File: config.mk
export PLATFORM = sky130hd
export DESIGN_NAME = loop_buf_ctrl
export DESIGN_NICKNAME = d
export VERILOG_FILES = /design/src/rtl/lb_pkg.sv /design/src/rtl/lb_sbb_detect.sv /design/src/rtl/lb_seq.sv /design/src/rtl/lb_ram.sv /design/src/rtl/lb_fetch.sv /design/src/rtl/loop_buf_ctrl.sv
export SDC_FILE = /design/constraint.sdc
export NUM_CORES = 1
export LEC_CHECK = 0
export BUFFER_PORTS_ARGS = -buffer_cell sky130_fd_sc_hd__buf_2
export CORE_MARGIN = 5
export CORE_UTILIZATION = 45
export CTS_CLUSTER_SIZE = 40
export DETAILED_ROUTE_END_ITERATION = 8
export SLEW_MARGIN = 20
export SYNTH_ARGS = -nofsm -noshare
export SYNTH_HDL_FRONTEND = slang
export SYNTH_SLANG_ARGS = --single-unit
File: constraint.sdc
create_clock -name clk -period 3.24 [get_ports clk]
set_clock_uncertainty 0.2 [all_clocks]
set_input_delay 0.324 -clock clk [delete_from_list [all_inputs] [get_ports clk]]
set_output_delay 0.324 -clock clk [all_outputs]
set_load 0.005 [all_outputs]
File: src/rtl/lb_pkg.sv
package lb_pkg;
  typedef enum logic [1:0] {
    LB_IDLE   = 2'd0,
    LB_FILL   = 2'd1,
    LB_SUPPLY = 2'd2
  } lb_mode_e;
endpackage

File: src/rtl/lb_sbb_detect.sv
module lb_sbb_detect #(
  parameter int DW = 8,
  parameter int CW = 5
) (
  input  logic          is_branch,
  input  logic          taken,
  input  logic [DW-1:0] disp,
  output logic          short_back
);
  localparam logic [DW-1:0] D_ONE = {{(DW-1){1'b0}}, 1'b1};
  localparam logic [DW-1:0] MAXN  = DW'((2**CW) - 1);

  logic [DW-1:0] mag;

  always_comb begin
    mag        = (~disp) + D_ONE;
    short_back = is_branch && taken && disp[DW-1] && (mag <= MAXN);
  end
endmodule

File: src/rtl/lb_seq.sv
module lb_seq
  import lb_pkg::*;
#(
  parameter int DW = 8,
  parameter int CW = 5
) (
  input  logic          clk,
  input  logic          rst,
  input  logic          ex_valid,
  input  logic          ex_is_branch,
  input  logic          ex_taken,
  input  logic [DW-1:0] ex_disp,
  input  logic [CW-1:0] ex_pc_lo,
  input  logic          ex_irq,
  input  logic          short_back,
  output lb_mode_e      mode,
  output logic [CW-1:0] loop_ld,
  output logic [CW-1:0] head_idx,
  output logic          enter_supply
);
  localparam logic [CW-1:0] CNT_ONE = {{(CW-1){1'b0}}, 1'b1};

  logic [CW-1:0] cnt;
  logic          br_taken;
  logic          in_loop;

  always_comb begin
    br_taken     = ex_is_branch && ex_taken;
    in_loop      = (mode == LB_FILL) || (mode == LB_SUPPLY);
    enter_supply = ex_valid && !ex_irq && (mode == LB_FILL) &&
                   (cnt == '0) && br_taken;
  end

  always_ff @(posedge clk) begin
    if (rst) begin
      mode     <= LB_IDLE;
      cnt      <= '0;
      loop_ld  <= '0;
      head_idx <= '0;
    end else if (ex_irq) begin
      mode <= LB_IDLE;
    end else if (ex_valid) begin
      if (mode == LB_IDLE) begin
        if (short_back) begin
          mode     <= LB_FILL;
          cnt      <= ex_disp[CW-1:0];
          loop_ld  <= ex_disp[CW-1:0];
          head_idx <= ex_pc_lo + ex_disp[CW-1:0];
        end
      end else if (cnt == '0) begin
        if (br_taken) begin
          mode <= LB_SUPPLY;
          cnt  <= loop_ld;
        end else begin
          mode <= LB_IDLE;
        end
      end else if (br_taken) begin
        mode <= LB_IDLE;
      end else begin
        cnt <= cnt + CNT_ONE;
      end
    end
  end

  // a sequential body instruction advances the loop count by one
  p_cnt_step_r3: assert property (@(posedge clk) disable iff (rst)
    (in_loop && ex_valid && !ex_irq && (cnt != '0) && !br_taken)
      |=> (cnt == $past(cnt) + CNT_ONE));

  // an interrupt always leaves the controller idle
  p_irq_idle_r8: assert property (@(posedge clk) disable iff (rst)
    ex_irq |=> (mode == LB_IDLE));
endmodule

File: src/rtl/lb_ram.sv
module lb_ram #(
  parameter int DEPTH = 32,
  parameter int IW    = 16
) (
  input  logic                     clk,
  input  logic                     we,
  input  logic [$clog2(DEPTH)-1:0] waddr,
  input  logic [IW-1:0]            wdata,
  input  logic                     re,
  input  logic [$clog2(DEPTH)-1:0] raddr,
  output logic [IW-1:0]            rdata
);
  logic [IW-1:0] mem [DEPTH];

  always_ff @(posedge clk) begin
    if (we) mem[waddr] <= wdata;
    if (re) rdata <= mem[raddr];
  end
endmodule

File: src/rtl/lb_fetch.sv
module lb_fetch #(
  parameter int CW = 5
) (
  input  logic          clk,
  input  logic          rst,
  input  logic          supply,
  input  logic          enter_supply,
  input  logic [CW-1:0] loop_ld,
  input  logic [CW-1:0] head_idx,
  input  logic          fetch_req,
  output logic          rd_en,
  output logic [CW-1:0] rd_idx,
  output logic          rsp_valid,
  output logic          rsp_fold
);
  localparam logic [CW-1:0] CNT_ONE = {{(CW-1){1'b0}}, 1'b1};

  logic [CW-1:0] f_idx;
  logic [CW-1:0] f_cnt;

  always_comb begin
    rd_en  = fetch_req && supply;
    rd_idx = f_idx;
  end

  always_ff @(posedge clk) begin
    if (rst) begin
      f_idx     <= '0;
      f_cnt     <= '0;
      rsp_valid <= 1'b0;
      rsp_fold  <= 1'b0;
    end else begin
      rsp_valid <= rd_en;
      rsp_fold  <= rd_en && (f_cnt == '0);
      if (enter_supply) begin
        f_idx <= head_idx;
        f_cnt <= loop_ld;
      end else if (rd_en) begin
        if (f_cnt == '0) begin
          f_idx <= head_idx;
          f_cnt <= loop_ld;
        end else begin
          f_idx <= f_idx + CNT_ONE;
          f_cnt <= f_cnt + CNT_ONE;
        end
      end
    end
  end

  // after a folded response the pointer is back at the loop head
  p_fold_wrap_r5: assert property (@(posedge clk) disable iff (rst)
    rsp_fold |-> (f_idx == head_idx));

  // a fold is always a valid response
  p_fold_valid_r5: assert property (@(posedge clk) disable iff (rst)
    rsp_fold |-> rsp_valid);
endmodule

File: src/rtl/loop_buf_ctrl.sv
module loop_buf_ctrl
  import lb_pkg::*;
#(
  parameter int DW = 8,
  parameter int CW = 5,
  parameter int IW = 16
) (
  input  logic          clk,
  input  logic          rst,
  input  logic          ex_valid,
  input  logic          ex_is_branch,
  input  logic          ex_taken,
  input  logic [DW-1:0] ex_disp,
  input  logic [CW-1:0] ex_pc_lo,
  input  logic          ex_irq,
  input  logic          fill_valid,
  input  logic [CW-1:0] fill_pc_lo,
  input  logic [IW-1:0] fill_data,
  input  logic          fetch_req,
  output logic          hit_next,
  output logic          rsp_valid,
  output logic [IW-1:0] rsp_instr,
  output logic          rsp_fold
);
  localparam int DEPTH = 2**CW;

  lb_mode_e      mode;
  logic          short_back;
  logic [CW-1:0] loop_ld;
  logic [CW-1:0] head_idx;
  logic          enter_supply;
  logic          rd_en;
  logic [CW-1:0] rd_idx;
  logic          wr_en;

  lb_sbb_detect #(.DW(DW), .CW(CW)) u_det (
    .is_branch (ex_is_branch),
    .taken     (ex_taken),
    .disp      (ex_disp),
    .short_back(short_back)
  );

  lb_seq #(.DW(DW), .CW(CW)) u_seq (
    .clk         (clk),
    .rst         (rst),
    .ex_valid    (ex_valid),
    .ex_is_branch(ex_is_branch),
    .ex_taken    (ex_taken),
    .ex_disp     (ex_disp),
    .ex_pc_lo    (ex_pc_lo),
    .ex_irq      (ex_irq),
    .short_back  (short_back),
    .mode        (mode),
    .loop_ld     (loop_ld),
    .head_idx    (head_idx),
    .enter_supply(enter_supply)
  );

  assign hit_next = (mode == LB_SUPPLY);
  assign wr_en    = fill_valid && (mode == LB_FILL);

  lb_fetch #(.CW(CW)) u_fetch (
    .clk         (clk),
    .rst         (rst),
    .supply      (hit_next),
    .enter_supply(enter_supply),
    .loop_ld     (loop_ld),
    .head_idx    (head_idx),
    .fetch_req   (fetch_req),
    .rd_en       (rd_en),
    .rd_idx      (rd_idx),
    .rsp_valid   (rsp_valid),
    .rsp_fold    (rsp_fold)
  );

  lb_ram #(.DEPTH(DEPTH), .IW(IW)) u_ram (
    .clk  (clk),
    .we   (wr_en),
    .waddr(fill_pc_lo),
    .wdata(fill_data),
    .re   (rd_en),
    .raddr(rd_idx),
    .rdata(rsp_instr)
  );

  // a response only follows a request made while supplying
  p_rsp_only_r10: assert property (@(posedge clk) disable iff (rst)
    rsp_valid |-> $past(fetch_req && hit_next));

  // supply starts only on a taken branch
  p_rise_on_taken_r3: assert property (@(posedge clk) disable iff (rst)
    $rose(hit_next) |-> $past(ex_valid && ex_is_branch && ex_taken && !ex_irq));

  // interrupt stops supply
  p_irq_exit_r8: assert property (@(posedge clk) disable iff (rst)
    ex_irq |=> !hit_next);

  // no buffer write while supplying
  p_no_write_supply_r9: assert property (@(posedge clk) disable iff (rst)
    hit_next |-> !wr_en);
endmodule

# After elaboration in Yosys (flattened, before gate mapping)
# Memories as Yosys holds them, arrays and structs flattened. A register that Yosys moved wholly into a read port is not among the register bits.
# Index checks and enable logic that the tools add are counted.
dict set report totals {
  ff_bits 29
  latchBits 0
  ramBits 512
  mem_bits_ro 0
  in_bits 42
  out_inout_bits 19
  elab_cells 60
  n_memories 1
}
# memory depth word_bits read_ports rd_ports_with_merged_regs write_ports line_no
set memory_table {}
lappend memory_table {u_ram.mem 32 16 1 1 1 lb_ram.sv:13} ;# logic [IW-1:0] mem [DEPTH];
dict set report op_classes {
  n_addsub 5
  n_mul 0
  div_mod_pow 0
  order_cmp 1
  n_eq_ne 5
  shifts 0
  muxes 18
  bitwise_logic 2
  reduce_logical 20
}
# op n
set ops {}
lappend ops {{5-bit two-way mux} 11}
lappend ops {{5-bit by 1-bit adder with 5-bit output (second input constant)} 3}
lappend ops {{1-bit logical AND} 10}
lappend ops {{5-bit zero test} 2}
lappend ops {{2-bit two-way mux} 5}
lappend ops {{8-bit by 1-bit adder with 8-bit output (second input constant)} 1}
lappend ops {{8-bit by 5-bit <= comparator with 1-bit output (second input constant)} 1}
lappend ops {{8-bit inverter} 1}
lappend ops {{5-bit adder} 1}
lappend ops {{5-bit AND reduction} 1}
lappend ops {{4-bit AND reduction} 1}
lappend ops {{3-bit by 1-bit inequality test with 1-bit output (second input constant)} 1}
lappend ops {{3-bit inequality test (second input constant)} 1}
lappend ops {{3-bit AND reduction} 1}
lappend ops {{3-bit nonzero test} 1}
lappend ops {{2-bit by 1-bit == test with 1-bit output (second input constant)} 1}
lappend ops {{2-bit == test (second input constant)} 1}
lappend ops {{2-bit zero test} 1}
lappend ops {{1-bit two-way mux} 2}
lappend ops {{2-bit inequality test (second input constant)} 1}
lappend ops {{2-bit nonzero test} 1}
lappend ops {{2-bit OR reduction} 1}
lappend ops {{1-bit zero test} 1}
lappend ops {{1-bit inverter} 1}

# Longest topological paths before layout
dict set report depth {
  word_depth 6
  ltp_mapped 8
  depth_no_buf 8
}

# Hierarchy
# From an unflattened synthesis, not the netlist that was laid out.
dict set report hier_totals {
  cells_unflattened 1354
  area_unflattened_um2 22475.3
}
# module n_inst cells_per_inst area_per_inst_um2 seq_area_each_um2
set modules_own_cells {}
lappend modules_own_cells {lb_ram 1 1143 20696.1 15855.2}
lappend modules_own_cells {lb_seq 1 123 1059.8 340.3}
lappend modules_own_cells {lb_fetch 1 83 678.2 240.2}
lappend modules_own_cells {lb_sbb_detect 1 3 26.3 0.0}
lappend modules_own_cells {loop_buf_ctrl 1 2 15.0 0.0}

# Least setup slack after synthesis
# OpenSTA, ideal clock, no wires.
dict set report synth_path {
  kind {flip-flop to flip-flop}
  start {register u_seq.mode[0]}
  end {memory u_ram.mem[12][0] (enable)}
  setup_ps 388
  arrival_ps 1912
  required_time_ps 2652
  path_slack_ps 739
  stages_incl_launch_ff 6
  path_buffers 1
  period_less_slack_ps 2501
  cell_sequence {dfxtp_1 nor2b_1 nand2_1 or3_1 clkbuf_1 nor2_1}
}
dict set report synth_via {
  elab_chain_len 4
}
# element line_no
set synth_rtl {}
lappend synth_rtl {{start: declaration} lb_seq.sv:16} ;# output lb_mode_e mode,
lappend synth_rtl {{start signal: assignment} lb_seq.sv:36} ;# mode <= LB_IDLE;
lappend synth_rtl {{start signal: assignment} lb_seq.sv:41} ;# mode <= LB_IDLE;
lappend synth_rtl {{start signal: assignment} lb_seq.sv:45} ;# mode <= LB_FILL;
lappend synth_rtl {{2-bit by 1-bit == test with 1-bit output} --}
lappend synth_rtl {{1-bit logical AND} loop_buf_ctrl.sv:60} ;# assign wr_en = fill_valid && (mode == LB_FILL);
lappend synth_rtl {{1-bit two-way mux} lb_ram.sv:16} ;# if (we) mem[waddr] <= wdata;
lappend synth_rtl {{1-bit two-way mux (implied by the code)} lb_ram.sv:16}
lappend synth_rtl {{end: declaration} lb_ram.sv:13}
# Every way passes these cells.

==> results.sh <==
export IMPL_outcome="completed"
export IMPL_min_from="ex_valid"
export IMPL_postCtsSetupRepairBufs=0
export IMPL_cts_sinks=557
export IMPL_syn_cell_area_mm2=0.0217
export IMPL_synth_most_common_cell="edfxtp_1"
export IMPL_cts_tree="done"
export IMPL_hold_viol=0
export IMPL_worstRegToRegCells=6
export IMPL_cts_buffers=56
export IMPL_grt_pass1_vias=11300
export IMPL_yosysTopAreaCell="edfxtp_1"
export IMPL_fp_dieArea_mm2=0.0527
export IMPL_ir_drop_uv=469
export IMPL_synthDistinctLibCells=57
export IMPL_avgSynthCellArea_um2=19.6
export IMPL_rsz0062_at_grt="no"
export IMPL_fmax_mhz=344
export IMPL_maxCapViolations=0
export IMPL_grt_pass1_wl_um=77600
export IMPL_end_kind="flip-flop"
export IMPL_portBuffers=60
export IMPL_avgViaCountPerCell=5.95
export IMPL_min_period_over_period_pct=89.6
export IMPL_hold_path_depth=4
export IMPL_io_pins=61
export IMPL_relSlewSlack_pct=28.1
export IMPL_coreArea_mm2=0.0477
export IMPL_cts_root_buf="clkbuf_16"
export IMPL_min_period_ns=2.90
export IMPL_worst_pin_slew_ns=1.08
export IMPL_hp_class="input pin to flip-flop"
export IMPL_track_usage_pct=19.9
export IMPL_r2r_start="u_fetch.rd_idx[0]"
export IMPL_drc_errors=0
export IMPL_initial_core_util_pct=45.5
export IMPL_reg2reg_slack_ns=0.34
export IMPL_start_kind="flip-flop"
export IMPL_leakagePower_uw=0.00777
export IMPL_routed_via_count=11500
export IMPL_synthToLayoutAreaGrowth_pct=15.6
export IMPL_whs_ns=0.0536
export IMPL_synth_edf_count=528
export IMPL_arrival_ns=3.04
export IMPL_yosysSeqAreaShare_pct=75.7
export IMPL_clockBufferDepth=3
export IMPL_grt_start_max_net_pins=53
export IMPL_dr_pass1_iters=8
export IMPL_synth_ff_type="edfxtp_1"
export IMPL_synth_seq_cells=557
export IMPL_grt_antenna_before_repair=5
export IMPL_synth_fp_nets=1162
export IMPL_synth_cells=1110
export IMPL_async_flop_share_pct=0
export IMPL_ant_nets=0
export IMPL_startpoint="u_fetch.rd_idx[0]"
export IMPL_setup_violations=0
export IMPL_r2r_end="u_ram.rdata[1]"
export IMPL_crit_type="flip-flop to flip-flop"
export IMPL_insertion_delay_ns=0.61
export IMPL_grt_overflow=0
export IMPL_power_density_mw_per_mm2=570
export IMPL_cts_hold_buf=21
export IMPL_finalWeightedCongestion=0.807
export IMPL_totalWireLength_um=53100
export IMPL_hpwl_um=31600
export IMPL_wl_per_cell_um=27.6
export IMPL_cp_max_fo=22
export IMPL_crit_required_ns=3.37
export IMPL_clk_pin_slew_ns=0.06
export IMPL_synth_top_cell_area_share_pct=73.0
export IMPL_finalMaxSlewViolations=0
export IMPL_fin_nets=1319
export IMPL_post_cts_resize_count=0
export IMPL_fin_tns_setup_ns=0
export IMPL_die_height_um=230
export IMPL_row_count=80
export IMPL_htree_levels=2
export IMPL_hold_path_endpoint="u_seq.cnt[2]"
export IMPL_ys_warn_count=0
export IMPL_synth_area_leaders="edfxtp_1 (73%), mux4_2 (10%), mux2i_1 (3.3%)"
export IMPL_placedCellCount=1803
export IMPL_fin_cells=1924
export IMPL_drive_above_1_share_pct=24.8
export IMPL_die_w_um=230
export IMPL_synthTopCellsByCount="edfxtp_1 (528), mux4_2 (97), mux2i_1 (71), nor2_1 (66), a21oi_1 (48)"
export IMPL_drt_iter0_drc=1324
## layout by cell type (no fill, tap or decap), drive strengths merged, types with 12 or more instances in the layout
cell type | synthesis | routed
a22o | 16 | 16
inv | 10 | 12
dfxtp | 29 | 29
a2111oi | 19 | 19
o221ai | 16 | 16
a22oi | 16 | 16
a21oi | 48 | 48
nand2 | 18 | 18
edfxtp | 528 | 528
nor2 | 66 | 66
nor3 | 13 | 13
clkbuf | 26 | 71
dlygate4sd3 | 0 | 21
clkinv | 1 | 21
mux4 | 97 | 97
o22ai | 15 | 15
mux2i | 71 | 71
buf | 32 | 136
## routing by layer
metal	wire [um]	GRT usage, %	vias up
li1	-	-	4928
met1	23500	29.6	6004
met2	24600	30.5	449
met3	3760	3.84	67
met4	1240	5.69	6
met5	41	0	-
## worst max-delay path, stage by stage, from the launching register on
cell,delay (ns)
dfxtp_4,0.45
buf_12,0.25
mux4_2,0.55
a22o_1,0.29
a2111oi_0,0.58
buf_4,0.24
a21oi_1,0.06
## stage by stage
step	utilization [%]	cell area (um^2)	setup slack (ns)	total power, uW
floorplan	-	21700	0.739	8070
global placement	48.4	23100	0.329	8220
detailed placement	48.4	23100	0.308	8230
CTS	52.5	25100	0.292	14400
global route	52.5	25100	0.195	14800
finish	52.6	25100	0.336	14300
## sequential cells by signal, summed over array words and instances (netlist names)
signal / cells
u_fetch.rsp_fold: 1
u_seq.head_idx: 5
u_seq.cnt: 5
u_fetch.rsp_valid: 1
u_seq.mode: 2
u_ram.rdata: 16
u_fetch.rd_idx: 5
u_fetch.f_cnt: 5
u_ram.mem: 512
u_seq.loop_ld: 5
## power by group
group / total [uW] / internal (uW) / leakage (uW) / switching [uW]
sequential: 7870 / 7870 / 0.00498 / 1.46
clock: 6210 / 3560 / 0.000854 / 2650
combinational: 218 / 51.3 / 0.00193 / 167
total: 14300 / 11500 / 0.00777 / 2820
## cell families after synthesis
logic type	count (synthesis)	share of synthesized area, %
compound gates	160	5.21
xor+xnor	10	0.403
fa+ha+maj	10	0.611
buf+inv	69	1.63
flops	557	75.7
mux	169	13.4
simple gates	135	3.04
## area by class of cell
cell class | instances | area [um^2]
timing repair buffer | 157 | 1140
fill | 3717 | 22700
antenna | 1 | 2.50
tap | 615 | 769
clock buffer | 71 | 1490
multi-input combinational | 484 | 4930
clock inverter | 28 | 269
sequential | 557 | 16400
inverter | 11 | 41.3
## how the worst max path moves through the flow
stage / depth (start not counted) / to
6_report: 6 / u_ram.rdata[1]
5_1_grt: 6 / u_ram.rdata[1]
4_1_cts: 6 / u_ram.rdata[1]
3_5_place_dp: 6 / u_ram.rdata[1]
3_3_place_gp: 5 / u_ram.rdata[11]
2_1_floorplan: 5 / u_ram.mem[12][0]
(Power assumes the default switching activity.)
